==> config.mk <==
export PLATFORM = sky130hd
export DESIGN_NAME = i2c_rstart_seq
export DESIGN_NICKNAME = d
export VERILOG_FILES = /design/src/rtl/i2c_rs_pkg.sv /design/src/rtl/rs_line_sync.sv /design/src/rtl/rs_baud.sv /design/src/rtl/rs_fsm.sv /design/src/rtl/i2c_rstart_seq.sv
export SDC_FILE = /design/constraint.sdc
export NUM_CORES = 1
export LEC_CHECK = 0
export ABC_CLOCK_PERIOD_IN_PS = 3100
export BUFFER_PORTS_ARGS = -buffer_cell sky130_fd_sc_hd__buf_2
export CAP_MARGIN = 10
export CORE_ASPECT_RATIO = 0.9
export CORE_MARGIN = 5
export CORE_UTILIZATION = 62
export CTS_BUF_LIST = sky130_fd_sc_hd__clkbuf_4 sky130_fd_sc_hd__clkbuf_8
export DETAILED_ROUTE_END_ITERATION = 10
export MAX_ROUTING_LAYER = met4
export PLACE_DENSITY = 0.87
export SETUP_SLACK_MARGIN = 0.5
export SYNTH_ARGS = -nofsm -noshare
export SYNTH_HDL_FRONTEND = slang
export SYNTH_SLANG_ARGS = --single-unit
==> constraint.sdc <==
create_clock -name clk -period 3.1 [get_ports clk]
set_clock_uncertainty 0.05 [all_clocks]
set_input_delay 0.465 -clock clk [delete_from_list [all_inputs] [get_ports clk]]
set_output_delay 0.465 -clock clk [all_outputs]
set_load 0.1 [all_outputs]
==> src/rtl/i2c_rs_pkg.sv <==
package i2c_rs_pkg;
    typedef enum logic [2:0] {
        RS_IDLE,
        RS_SCL_DOWN,
        RS_SDA_UP,
        RS_SDA_WAIT,
        RS_SCL_UP,
        RS_HOLD_HIGH,
        RS_SDA_DOWN,
        RS_DONE
    } rs_state_t;
endpackage

==> src/rtl/rs_line_sync.sv <==
module rs_line_sync #(
    parameter int LINES  = 2,
    parameter int STAGES = 2
) (
    input  logic             clk,
    input  logic             rst_n,
    input  logic [LINES-1:0] raw_i,
    output logic [LINES-1:0] sync_o
);
    logic [LINES-1:0] stage_q [STAGES];

    // Each stage resets to the idle (released, high) bus level.
    for (genvar s = 0; s < STAGES; s++) begin : g_stage
        if (s == 0) begin : g_first
            always_ff @(posedge clk or negedge rst_n) begin
                if (!rst_n) stage_q[s] <= '1;
                else        stage_q[s] <= raw_i;
            end
        end else begin : g_next
            always_ff @(posedge clk or negedge rst_n) begin
                if (!rst_n) stage_q[s] <= '1;
                else        stage_q[s] <= stage_q[s-1];
            end
        end
    end

    assign sync_o = stage_q[STAGES-1];
endmodule

==> src/rtl/rs_baud.sv <==
module rs_baud #(
    parameter int W = 8
) (
    input  logic         clk,
    input  logic         rst_n,
    input  logic         load_i,
    input  logic [W-1:0] reload_i,
    output logic         expire_o
);
    logic [W-1:0] cnt_q;
    logic         run_q;

    always_ff @(posedge clk or negedge rst_n) begin
        if (!rst_n) begin
            cnt_q <= '0;
            run_q <= 1'b0;
        end else if (load_i) begin
            cnt_q <= reload_i;
            run_q <= 1'b1;
        end else if (run_q) begin
            if (cnt_q == '0) run_q <= 1'b0;
            else             cnt_q <= cnt_q - 1'b1;
        end
    end

    assign expire_o = run_q && (cnt_q == '0);

    // expiry is a single-cycle pulse unless the counter is reloaded
    assert_expire_single_R3: assert property (@(posedge clk) disable iff (!rst_n)
        expire_o && !load_i |=> !expire_o);

    // a running counter steps down by one per cycle
    assert_count_step_R3: assert property (@(posedge clk) disable iff (!rst_n)
        run_q && (cnt_q != '0) && !load_i |=> cnt_q == $past(cnt_q) - 1'b1);
endmodule

==> src/rtl/rs_fsm.sv <==
module rs_fsm
    import i2c_rs_pkg::*;
(
    input  logic clk,
    input  logic rst_n,
    input  logic req_i,
    input  logic bus_active_i,
    input  logic scl_s_i,
    input  logic sda_s_i,
    input  logic expire_i,
    output logic load_o,
    output logic scl_pull_o,
    output logic sda_pull_o,
    output logic busy_o,
    output logic start_seen_o,
    output logic done_irq_o,
    output logic collision_o
);
    rs_state_t state_q, state_d;
    logic accept, coll_evt;
    logic sda_hold_q, start_q, coll_q, sda_prev_q;

    // Next-state and event decode
    always_comb begin
        state_d  = state_q;
        accept   = 1'b0;
        coll_evt = 1'b0;
        load_o   = 1'b0;
        unique case (state_q)
            RS_IDLE: begin
                if (req_i && !bus_active_i) begin
                    state_d = RS_SCL_DOWN;
                    accept  = 1'b1;
                end
            end
            RS_SCL_DOWN: begin
                if (!scl_s_i) begin
                    state_d = RS_SDA_UP;
                    load_o  = 1'b1;
                end
            end
            RS_SDA_UP: begin
                if (expire_i) state_d = sda_s_i ? RS_SCL_UP : RS_SDA_WAIT;
            end
            RS_SDA_WAIT: begin
                if (sda_s_i) state_d = RS_SCL_UP;
            end
            RS_SCL_UP: begin
                if (scl_s_i) begin
                    if (!sda_s_i) begin
                        coll_evt = 1'b1;
                        state_d  = RS_IDLE;
                    end else begin
                        state_d = RS_HOLD_HIGH;
                        load_o  = 1'b1;
                    end
                end
            end
            RS_HOLD_HIGH: begin
                if (!scl_s_i) begin
                    coll_evt = 1'b1;
                    state_d  = RS_IDLE;
                end else if (expire_i) begin
                    state_d = RS_SDA_DOWN;
                    load_o  = 1'b1;
                end
            end
            RS_SDA_DOWN: begin
                if (expire_i) state_d = RS_DONE;
            end
            RS_DONE: state_d = RS_IDLE;
            default: state_d = RS_IDLE;
        endcase
    end

    // State register and status flags
    always_ff @(posedge clk or negedge rst_n) begin
        if (!rst_n) begin
            state_q    <= RS_IDLE;
            sda_hold_q <= 1'b0;
            start_q    <= 1'b0;
            coll_q     <= 1'b0;
            sda_prev_q <= 1'b1;
        end else begin
            state_q    <= state_d;
            sda_prev_q <= sda_s_i;
            if (coll_evt)
                sda_hold_q <= 1'b0;
            else if (state_d == RS_DONE)
                sda_hold_q <= 1'b1;
            else if (state_q == RS_SCL_DOWN && state_d == RS_SDA_UP)
                sda_hold_q <= 1'b0;
            if (accept)
                start_q <= 1'b0;
            else if (scl_s_i && sda_prev_q && !sda_s_i)
                start_q <= 1'b1;
            if (accept)
                coll_q <= 1'b0;
            else if (coll_evt)
                coll_q <= 1'b1;
        end
    end

    // Outputs decoded from the state register
    always_comb begin
        scl_pull_o = 1'b0;
        sda_pull_o = 1'b0;
        unique case (state_q)
            RS_IDLE:      sda_pull_o = sda_hold_q;
            RS_SCL_DOWN: begin
                scl_pull_o = 1'b1;
                sda_pull_o = sda_hold_q;
            end
            RS_SDA_UP:    scl_pull_o = 1'b1;
            RS_SDA_WAIT:  scl_pull_o = 1'b1;
            RS_SCL_UP:    ;
            RS_HOLD_HIGH: ;
            RS_SDA_DOWN:  sda_pull_o = 1'b1;
            RS_DONE:      sda_pull_o = 1'b1;
            default:      ;
        endcase
        busy_o       = (state_q != RS_IDLE);
        done_irq_o   = (state_q == RS_DONE);
        start_seen_o = start_q;
        collision_o  = coll_q;
    end

    // an idle block with another event active stays idle
    assert_ignore_when_active_R1: assert property (@(posedge clk) disable iff (!rst_n)
        !busy_o && bus_active_i |=> !busy_o);

    // acceptance pulls the clock first and leaves the data line as it was
    assert_scl_first_R2: assert property (@(posedge clk) disable iff (!rst_n)
        $rose(busy_o) |-> scl_pull_o && (sda_pull_o == $past(sda_pull_o)));

    // the data line is pulled low only while the clock is sampled high
    assert_sda_fall_scl_high_R4: assert property (@(posedge clk) disable iff (!rst_n)
        $rose(sda_pull_o) && busy_o |-> scl_s_i);

    // the completion pulse lasts one cycle and ends the sequence
    assert_done_pulse_R5: assert property (@(posedge clk) disable iff (!rst_n)
        done_irq_o |=> !done_irq_o && !busy_o);

    // a collision leaves both lines released and the block idle
    assert_coll_release_R9: assert property (@(posedge clk) disable iff (!rst_n)
        $rose(collision_o) |-> !scl_pull_o && !sda_pull_o && !busy_o && !done_irq_o);
endmodule

==> src/rtl/i2c_rstart_seq.sv <==
module i2c_rstart_seq #(
    parameter int BRG_W       = 8,
    parameter int SYNC_STAGES = 2
) (
    input  logic             clk,
    input  logic             rst_n,
    input  logic             rs_req_i,
    input  logic             bus_active_i,
    input  logic [BRG_W-1:0] reload_i,
    input  logic             scl_i,
    input  logic             sda_i,
    output logic             scl_pull_o,
    output logic             sda_pull_o,
    output logic             busy_o,
    output logic             start_seen_o,
    output logic             done_irq_o,
    output logic             collision_o
);
    localparam int LINES   = 2;
    localparam int SCL_BIT = 0;
    localparam int SDA_BIT = 1;

    logic [LINES-1:0] lines_s;
    logic             brg_load, brg_expire;

    rs_line_sync #(.LINES(LINES), .STAGES(SYNC_STAGES)) u_sync (
        .clk    (clk),
        .rst_n  (rst_n),
        .raw_i  ({sda_i, scl_i}),
        .sync_o (lines_s)
    );

    rs_baud #(.W(BRG_W)) u_baud (
        .clk      (clk),
        .rst_n    (rst_n),
        .load_i   (brg_load),
        .reload_i (reload_i),
        .expire_o (brg_expire)
    );

    rs_fsm u_fsm (
        .clk          (clk),
        .rst_n        (rst_n),
        .req_i        (rs_req_i),
        .bus_active_i (bus_active_i),
        .scl_s_i      (lines_s[SCL_BIT]),
        .sda_s_i      (lines_s[SDA_BIT]),
        .expire_i     (brg_expire),
        .load_o       (brg_load),
        .scl_pull_o   (scl_pull_o),
        .sda_pull_o   (sda_pull_o),
        .busy_o       (busy_o),
        .start_seen_o (start_seen_o),
        .done_irq_o   (done_irq_o),
        .collision_o  (collision_o)
    );
endmodule

Word-level counts from Yosys, hierarchy flattened
Index checks and enable logic that the tools add are counted.
{ "totals": {"regBits": 20, "out_inout_bits": 6, "elab_cells": 75, "in_bits": 14} }
{ "classes": {"eq_ne": 10, "reduce_logical": 18, "mux": 37, "addsub": 1} }
{ "op_table": {"columns": ["op", "count"], "rows": [
  ["$mux 3", 10],
  ["$mux 8", 3],
  ["$pmux 3 s8", 1],
  ["$mux 1", 20],
  ["$eq 3x3->1 const B", 5],
  ["$eq 3x2->1 const B", 3],
  ["$logic_not 8->1", 1],
  ["$sub 8x1->8 const B", 1],
  ["$reduce_bool 2->1", 3],
  ["$reduce_bool 3->1", 2],
  ["$logic_and 1x1->1", 5],
  ["$pmux 1 s2", 2],
  ["$reduce_or 2->1", 2],
  ["$eq 3x1->1 const B", 1],
  ["$logic_not 3->1", 1],
  ["$pmux 1 s3", 1],
  ["$reduce_or 3->1", 1],
  ["$logic_not 1->1", 2],
  ["$ne 2x2->1 const B", 1],
  ["$reduce_and 2->1", 1]
]} }

Logic depth before layout (Yosys ltp)
Gate-level depths: netlist of the first run.
{ "logic_depth": {"depth_word": 10, "mapped_depth": 7} }

By module
From an unflattened synthesis of the first run, not the netlist that was laid out.
{ "unflattened": {"cells_unflattened": 138, "area_unflattened_um2": 1276.2} }
{ "modules_own_cells": {"columns": ["mod", "instances", "area_per_inst_um2", "seq_area_each_um2", "cells_per_inst"], "rows": [
  ["rs_fsm", 1, 596.8, 176.4, 73],
  ["rs_baud", 1, 559.3, 225.2, 59],
  ["rs_line_sync", 1, 120.1, 105.1, 6]
]} }

Worst setup path after synthesis of the first run
OpenSTA, ideal clock, no wires.
{ "synth_timing": {"path_type": "register to output", "start": "register u_fsm.state_q[2]", "end": "output done_irq_o", "stages_incl_launch_ff": 4, "arrival_time_ns": 2.041, "slack_ns": 0.544, "required_ns": 2.585, "n_path_buf": 1, "path_cell_list": "dfrtp_1 clkbuf_1 nand2_1 nor2_1"} }
{ "synth_via": {"elab_chain_len": 1} }
{ "synth_rtl": {"columns": ["element", "line_no", "source"], "rows": [
  ["from (decl)", "rs_fsm.sv:19", "rs_state_t state_q, state_d;"],
  ["from (signal assigned)", "rs_fsm.sv:85", "state_q <= state_d;"],
  ["$eq 3x3->1", "rs_fsm.sv:123", "done_irq_o = (state_q == RS_DONE);"],
  ["to (decl)", "i2c_rstart_seq.sv:16", "output logic done_irq_o,"]
]} }
Every way passes these cells.

Worst setup path after layout of the first run
{ "layout_timing": {"start": "register u_baud.cnt_q[0]", "end": "register u_baud.cnt_q[7]"} }
{ "layout_via": {"elab_chain_len": 7, "word_cells_on_any_way": 12, "cone_classes": "add/sub (1); eq/ne (1); mux (6); reduce/logical (4)"} }
{ "layout_rtl": {"columns": ["element", "line_no", "source"], "rows": [
  ["from (decl)", "rs_baud.sv:10", "logic [W-1:0] cnt_q;"],
  ["from (signal assigned)", "rs_baud.sv:18", "cnt_q <= reload_i;"],
  ["from (signal assigned)", "rs_baud.sv:22", "else cnt_q <= cnt_q - 1'b1;"],
  ["$logic_not 8->1", "rs_baud.sv:21, rs_baud.sv:26", null],
  ["$logic_and 1x1->1", "rs_baud.sv:26", "assign expire_o = run_q && (cnt_q == '0);"],
  ["$mux 1", "rs_fsm.sv:63", "end else if (expire_i) begin"],
  ["$mux 1", "rs_fsm.sv:60", "if (!scl_s_i) begin"],
  ["$pmux 1 s3", "rs_fsm.sv:29", "unique case (state_q)"],
  ["$ne 2x2->1 (no line) or $reduce_bool 2->1 (tied branches)", null, null],
  ["$reduce_and 2->1 (no line)", null, null]
]} }
Parallel ways exist; a longest one is shown, timed or not. The select of a mux whose other input is x is not followed.
A chain may end at the register's enable or synchronous reset.

==> flow_summary.ini, run 1 <==
[status]
status = finished clean

[global_route]
track_usage = 0.197
grt_max_degree = 21
first_global_vias = 907
grt_pass1_wl_mm = 4.23
grt_overflow_total = 0
antenna_found_initial = 0

[clock_tree]
clock_latency_ns = 0.30
clk_pin_slew_ns = 0.11
numCtsBuffers = 3
cts_tree = done
h-tree-depth = 1
cts-root-buf = clkbuf_4
cts_setup_buffers = 0
post_cts_resized = 0
cts_sinks = 20
cts_hold_buf = 0
cts.path.max_buffers = 2

[setup_path]
cp.arrival_ns = 2.54
cp_cell_sequence = inv_1, ha_1, nor3b_1, nand4_1, nor2b_1, mux2_4
path_max_fanout = 9
slowest_stage = nor2b_1
endpoint_kind = flop
start_kind = flop
cp_data_required_time_ns = 3.24
critical_path_class = reg2reg
max_stage_delay_ns = 0.84

[logic_synthesis]
synth_seq_cells = 20
ys.flop_type = dfrtp_1
synth_edf_count = 0
synth_area_um2 = 1180
avgSynthCellArea_um2 = 10.3
synth_warnings = 0
synth_fp_nets = 131
seq_area_frac_synth = 0.428
synth_cell_types = 41
async_reset_ff_frac = 1.00
synthCells = 115

[placement]
post-dp-hpwl_mm = 1.83
dp_slack_ns = 0.747
finalWeightedCongestion = 0.912
portBuffers = 19

[timing]
tns_ns = 0
rsz0062_at_grt = false
period_needed_ns = 2.41
slew_viol_final = 0
finalSetupViolations = 0
setup_ws_ns = 0.691
tightest_slew_ns = 1.05
final_hold_viol_count = 0
slew_headroom = 0.301
fin_crit_sh = 0.777
max_freq_mhz = 415

[final_layout]
nets = 151
fin_util = 0.714
areaGrowthSynthToFinish_pct = 13.1
drive_above_1_share = 0.313
diodes = 0

[floorplanning]
initial_core_util = 0.631
dieWidth_um = 56.1
coreArea_um2 = 1880
placementRows = 15
dieArea_um2 = 2890
io_pins = 20
die_h_um = 51.5

[hold_path]
hold_path.class = in2async

[detailed_routing]
wl_mm = 2.47
first_pass_iters = 4
wl_per_cell_um = 15.5
vias = 958
drt_iter0_drc = 26
vias_per_cell = 6.03
ant_nets = 0
drc = 0

[power]
powerDensity_nw_per_um2 = 1100
peakVddDrop_mv = 0.751
p_leak_nw = 0.618

[job]
maxCapViolCount = 0
-- placed cells by master (no fill, tap or decap), types with 2 or more instances in the layout --
| cell | n |
|---|---|
| clkbuf_4 | 3 |
| nor2_1 | 9 |
| nand2b_1 | 4 |
| o22ai_1 | 2 |
| a21oi_1 | 5 |
| a31oi_1 | 3 |
| mux2i_1 | 3 |
| nand2_1 | 5 |
| o21a_1 | 3 |
| nand3_1 | 3 |
| nor4_1 | 2 |
| dfrtp_1 | 15 |
| ha_1 | 2 |
| or3_1 | 2 |
| dfstp_2 | 5 |
| o31ai_1 | 2 |
| nor3_1 | 5 |
| nor3b_1 | 3 |
| inv_1 | 8 |
| xnor2_1 | 5 |
| buf_2 | 19 |
| mux2_4 | 6 |
| nor2b_1 | 2 |
-- per-stage QoR --
step	std cells	power, mW	hold WS, ns	area (µm²)
after floorplan	115	1.13	0.119	1180
after global placement	155	1.23	0.296	1290
after detailed placement	155	1.26	0.301	1290
after CTS	159	1.47	0.0379	1340
after global routing	159	1.56	0.0488	1340
final	159	1.47	0.0381	1340
-- worst max-delay path: cells and delay by family (launching register included) --
kind / cells / cell delay, ns
buf+inv: 1 / 0.08
simple gates: 3 / 1.16
mux: 1 / 0.36
fa+ha+maj: 1 / 0.22
flops: 1 / 0.42
-- kinds of logic after synthesis --
kind of cell	synth area share
adder cells (fa/ha/maj)	0.0211
flip-flops	0.428
AO/OA/AOI/OAI	0.135
buffers and inverters	0.0454
XOR/XNOR	0.0444
AND/OR/NAND/NOR	0.215
multiplexers	0.111
-- flip-flops by register name, summed over array words and instances (netlist names) --
name,flops
u_fsm.sda_prev_q,1
u_sync.stage_q,2
u_fsm.start_seen_o,1
u_sync.sync_o,2
u_fsm.collision_o,1
u_baud.cnt_q,8
u_fsm.state_q,3
u_baud.run_q,1
u_fsm.sda_hold_q,1
-- layer usage --
layer,part of all wire,vias up,GRT usage
met5,0,-,-
li1,-,453,-
met4,0.023,0,0.0870
met1,0.43,457,0.231
met3,0.062,8,0.0606
met2,0.49,40,0.315
-- cells in the mapped netlist (2+ instances only) --
cell type  number  area (µm²)
nand3_1         3        15.0
o22ai_1         2        12.5
nor2b_1         2        12.5
mux2i_1         3        30.0
inv_1           8        30.0
dfstp_2         5         131
or3_1           2        12.5
nor2_1          9        33.8
nor3_1          5        25.0
clkbuf_1        2        7.51
a31oi_1         3        18.8
dfrtp_1        15         375
o21a_1          3        22.5
a21oi_1         5        25.0
ha_1            2        25.0
xnor2_1         5        43.8
nand2_1         5        18.8
nand2b_1        4        25.0
nor4_1          2        12.5
o31ai_1         2        15.0
mux2_4          6        90.1
nor3b_1         3        22.5
-- final cells by class --
cell class / count / area, µm²
Timing Repair Buffer: 19 / 95.1
Tap cell: 25 / 31.3
Sequential cell: 20 / 507
Inverter: 8 / 30.0
Multi-Input combinational cell: 83 / 624
Clock inverter: 1 / 30.0
Clock buffer: 3 / 22.5
Fill cell: 141 / 537
-- final timing paths --
path                                     end  slack [ns]  cells after the start         startpoint
setup / recovery             u_baud.cnt_q[7]        0.69                      6    u_baud.cnt_q[0]
hold / removal               u_baud.cnt_q[3]        0.04                      1              rst_n
setup reg to reg             u_baud.cnt_q[7]        0.69                      6    u_baud.cnt_q[0]
hold reg to reg             u_sync.sync_o[0]        0.31                      0  u_sync.stage_q[2]
max in group asynchronous   u_fsm.sda_prev_q        2.63                      1              rst_n
min in group clk           u_sync.stage_q[3]        0.20                      1              sda_i
-- power by group --
group | internal, mW | switching (mW)
clock network | 0.131 | 0.0756
registers | 0.354 | 0.141
logic | 0.302 | 0.465
Power figures use the tool's default switching activity.
==> inputs of run 2 (changes only) <==
--- a/config.mk
+++ b/config.mk
@@ -5,16 +5,17 @@
 export SDC_FILE = /design/constraint.sdc
 export NUM_CORES = 1
 export LEC_CHECK = 0
-export ABC_CLOCK_PERIOD_IN_PS = 3100
+export ABC_AREA = 1
+export ABC_CLOCK_PERIOD_IN_PS = 1950
 export BUFFER_PORTS_ARGS = -buffer_cell sky130_fd_sc_hd__buf_2
 export CAP_MARGIN = 10
 export CORE_ASPECT_RATIO = 0.9
 export CORE_MARGIN = 5
-export CORE_UTILIZATION = 62
+export CORE_UTILIZATION = 52
 export CTS_BUF_LIST = sky130_fd_sc_hd__clkbuf_4 sky130_fd_sc_hd__clkbuf_8
 export DETAILED_ROUTE_END_ITERATION = 10
 export MAX_ROUTING_LAYER = met4
-export PLACE_DENSITY = 0.87
+export PLACE_DENSITY = 0.77
 export SETUP_SLACK_MARGIN = 0.5
 export SYNTH_ARGS = -nofsm -noshare
 export SYNTH_HDL_FRONTEND = slang
==> constraint.sdc (replaced) <==
create_clock -name clk -period 1.95 [get_ports clk]
set_clock_uncertainty 0.05 [all_clocks]
set_input_delay 0.2925 -clock clk [delete_from_list [all_inputs] [get_ports clk]]
set_output_delay 0.2925 -clock clk [all_outputs]
set_load 0.1 [all_outputs]
==> run 2 against run 1 <==
Combinational power rose to 3.8 times the previous value. Die area rose by 25%. Critical path depth fell by 1. Clock power rose by 75%. First-iteration DRC count rose to 7.2 times the previous value. Via count rose by 65%. Sequential cell count did not move. Sequential share of layout area fell by 13 points. Hold slack improved by 0.10 ns.
==> flow_summary.ini, run 2 <==
[clock_tree]
cts_tree = done
cts_sinks = 20
clock_latency_ns = 0.33
numCtsBuffers = 3
cts.path.max_buffers = 2
h-tree-depth = 1
clk_pin_slew_ns = 0.15
cts-root-buf = clkbuf_4

[floorplanning]
dieWidth_um = 62.7
placementRows = 17
dieArea_um2 = 3600
coreArea_um2 = 2420
die_h_um = 57.4
initial_core_util = 0.536
io_pins = 20

[global_route]
grt_overflow_total = 0
grt_max_degree = 21
track_usage = 0.289
grt_pass1_wl_mm = 7.99
antenna_found_initial = 0
first_global_vias = 1567

[power]
p_leak_nw = 1.05
finalPower_mw = 4.12
powerDensity_nw_per_um2 = 1960
peakVddDrop_mv = 2.00

[detailed_routing]
wl_met2_mm = 2.34
wl_met1_mm = 1.97
vias = 1581
vias_per_cell = 6.13
wl_mm = 5.16
wl_per_cell_um = 20.0
first_pass_iters = 5
ant_nets = 0
wl_met3_um = 628
drc = 0
top_layer = met4
drt_iter0_drc = 187

[placement]
portBuffers = 19
dpl-instance-area_um2 = 1510
post-dp-hpwl_mm = 2.50
finalWeightedCongestion = 0.972
dp_cells = 215

[setup_path]
path_max_fanout = 4
cp_data_required_time_ns = 1.61
start_kind = flop
cp.arrival_ns = 1.46
critical_path_class = reg2out
endpoint_kind = output port

[timing]
final_hold_viol_count = 0
max_freq_mhz = 556
period_needed_ns = 1.80
tns_ns = 0
tightest_slew_ns = 0.464
finalSetupViolations = 0
rsz0062_at_grt = true
fin_hold_ws_ns = 0.142
slew_viol_final = 0
slew_headroom = 0.690
fin_crit_sh = 0.923

[logic_synthesis]
synth_fp_nets = 188
yosys.area.top_type = dfrtp_1
avgSynthCellArea_um2 = 7.56
synth_most_common_cell = nand2_1
synth_area_leaders = dfrtp_1, nand2_1, dfstp_2
synth_area_um2 = 1300
synth.top_cell.area_share = 0.289
ys.flop_type = dfrtp_1
synth_seq_cells = 20
synth_warnings = 0
async_reset_ff_frac = 1.00
synth_cell_types = 27
synth_top_cells_by_count = nand2_1, nand3_1, inv_1, nor2_1, dfrtp_1
seq_area_frac_synth = 0.390
synthCells = 172
synth_edf_count = 0

[final_layout]
diodes = 0
fin_cells = 258
final-seq-area_um2 = 514
multiInputGateArea_um2 = 937
final_cell_mix = nand2_1, buf_4, inv_1
largest_register_ffs = 8
final_common_cell = nand2_1
fin_area_um2 = 2100
drive_above_1_share = 0.513
top_register = u_baud.cnt_q
n_fill_cell = 111
reg_top3 = u_baud.cnt_q (8), u_fsm.state_q (3)
nets = 247
areaGrowthSynthToFinish_pct = 61.8

[status]
status = finished clean

[hold_path]
hold_path.class = in2reg

[job]
maxCapViolCount = 0
[run 2: final timing paths]
kind,from,to,slack [ns],cells after the start
hold reg to reg,u_sync.stage_q[2],u_sync.sync_o[0],0.28,0
max in group asynchronous,rst_n,u_sync.stage_q[2],1.10,2
setup reg to reg,u_fsm.state_q[1],u_baud.cnt_q[5],0.16,9
hold / removal,reload_i[1],u_baud.cnt_q[1],0.14,3
setup / recovery,u_fsm.state_q[0],busy_o,0.15,5
min in group asynchronous,rst_n,u_fsm.sda_hold_q,0.37,2
[run 2: repair_timing]
action                                  in CTS  in global routing
buffers inserted                            27                  3
pin swaps                                   12                 15
cloned                                       6                  0
resized for setup                           41                 17
hold endpoints to repair                    15                  2
hold buffers                                 1                  2
endpoints found under the setup margin      20                 18
[run 2: power by group]
part	internal, mW	total (mW)	leakage, nW	switching, mW
Sequential	0.591	0.844	0.227	0.253
Clock	0.208	0.360	0.0279	0.152
Combinational	1.14	2.92	0.791	1.78
[run 2: per-stage QoR]
stage / worst slack (ns) / utilization
global placement: 0.360 / 0.624
detailed placement: 0.265 / 0.624
finish: 0.150 / 0.867
floorplan: 0.160 / -
CTS: 0.207 / 0.825
global route: 0.0529 / 0.867
[run 2: logic make-up (layout without fill, tap and decap cells)]
logic type | Yosys count | after routing | synth area share
buffers and inverters | 27 | 80 | 0.0962
adder cells (fa/ha/maj) | 2 | 2 | 0.0192
XOR/XNOR | 3 | 3 | 0.0202
AO/OA/AOI/OAI | 13 | 13 | 0.0568
AND/OR/NAND/NOR | 107 | 112 | 0.418
flip-flops | 20 | 20 | 0.390
[run 2: area by class of cell]
cell class                 instances  area share
sequential                        20       0.244
tap                               28      0.0167
timing repair buffer              54       0.223
multi-input combinational        130       0.446
clock buffer                       3      0.0107
clock inverter                     1      0.0143
inverter                          22      0.0452
[run 2: critical path, stage by stage, from the launching register on]
cell and delay, ns:
dfrtp_2 0.48, nor2_4 0.16, nor2_4 0.06, nor2_4 0.12, clkinvlp_4 0.12, buf_12 0.17
[run 2: metal layers]
layer,track usage,vias up
met5,-,-
met4,0.133,0
met3,0.0768,30
met2,0.433,129
met1,0.364,738
li1,-,684
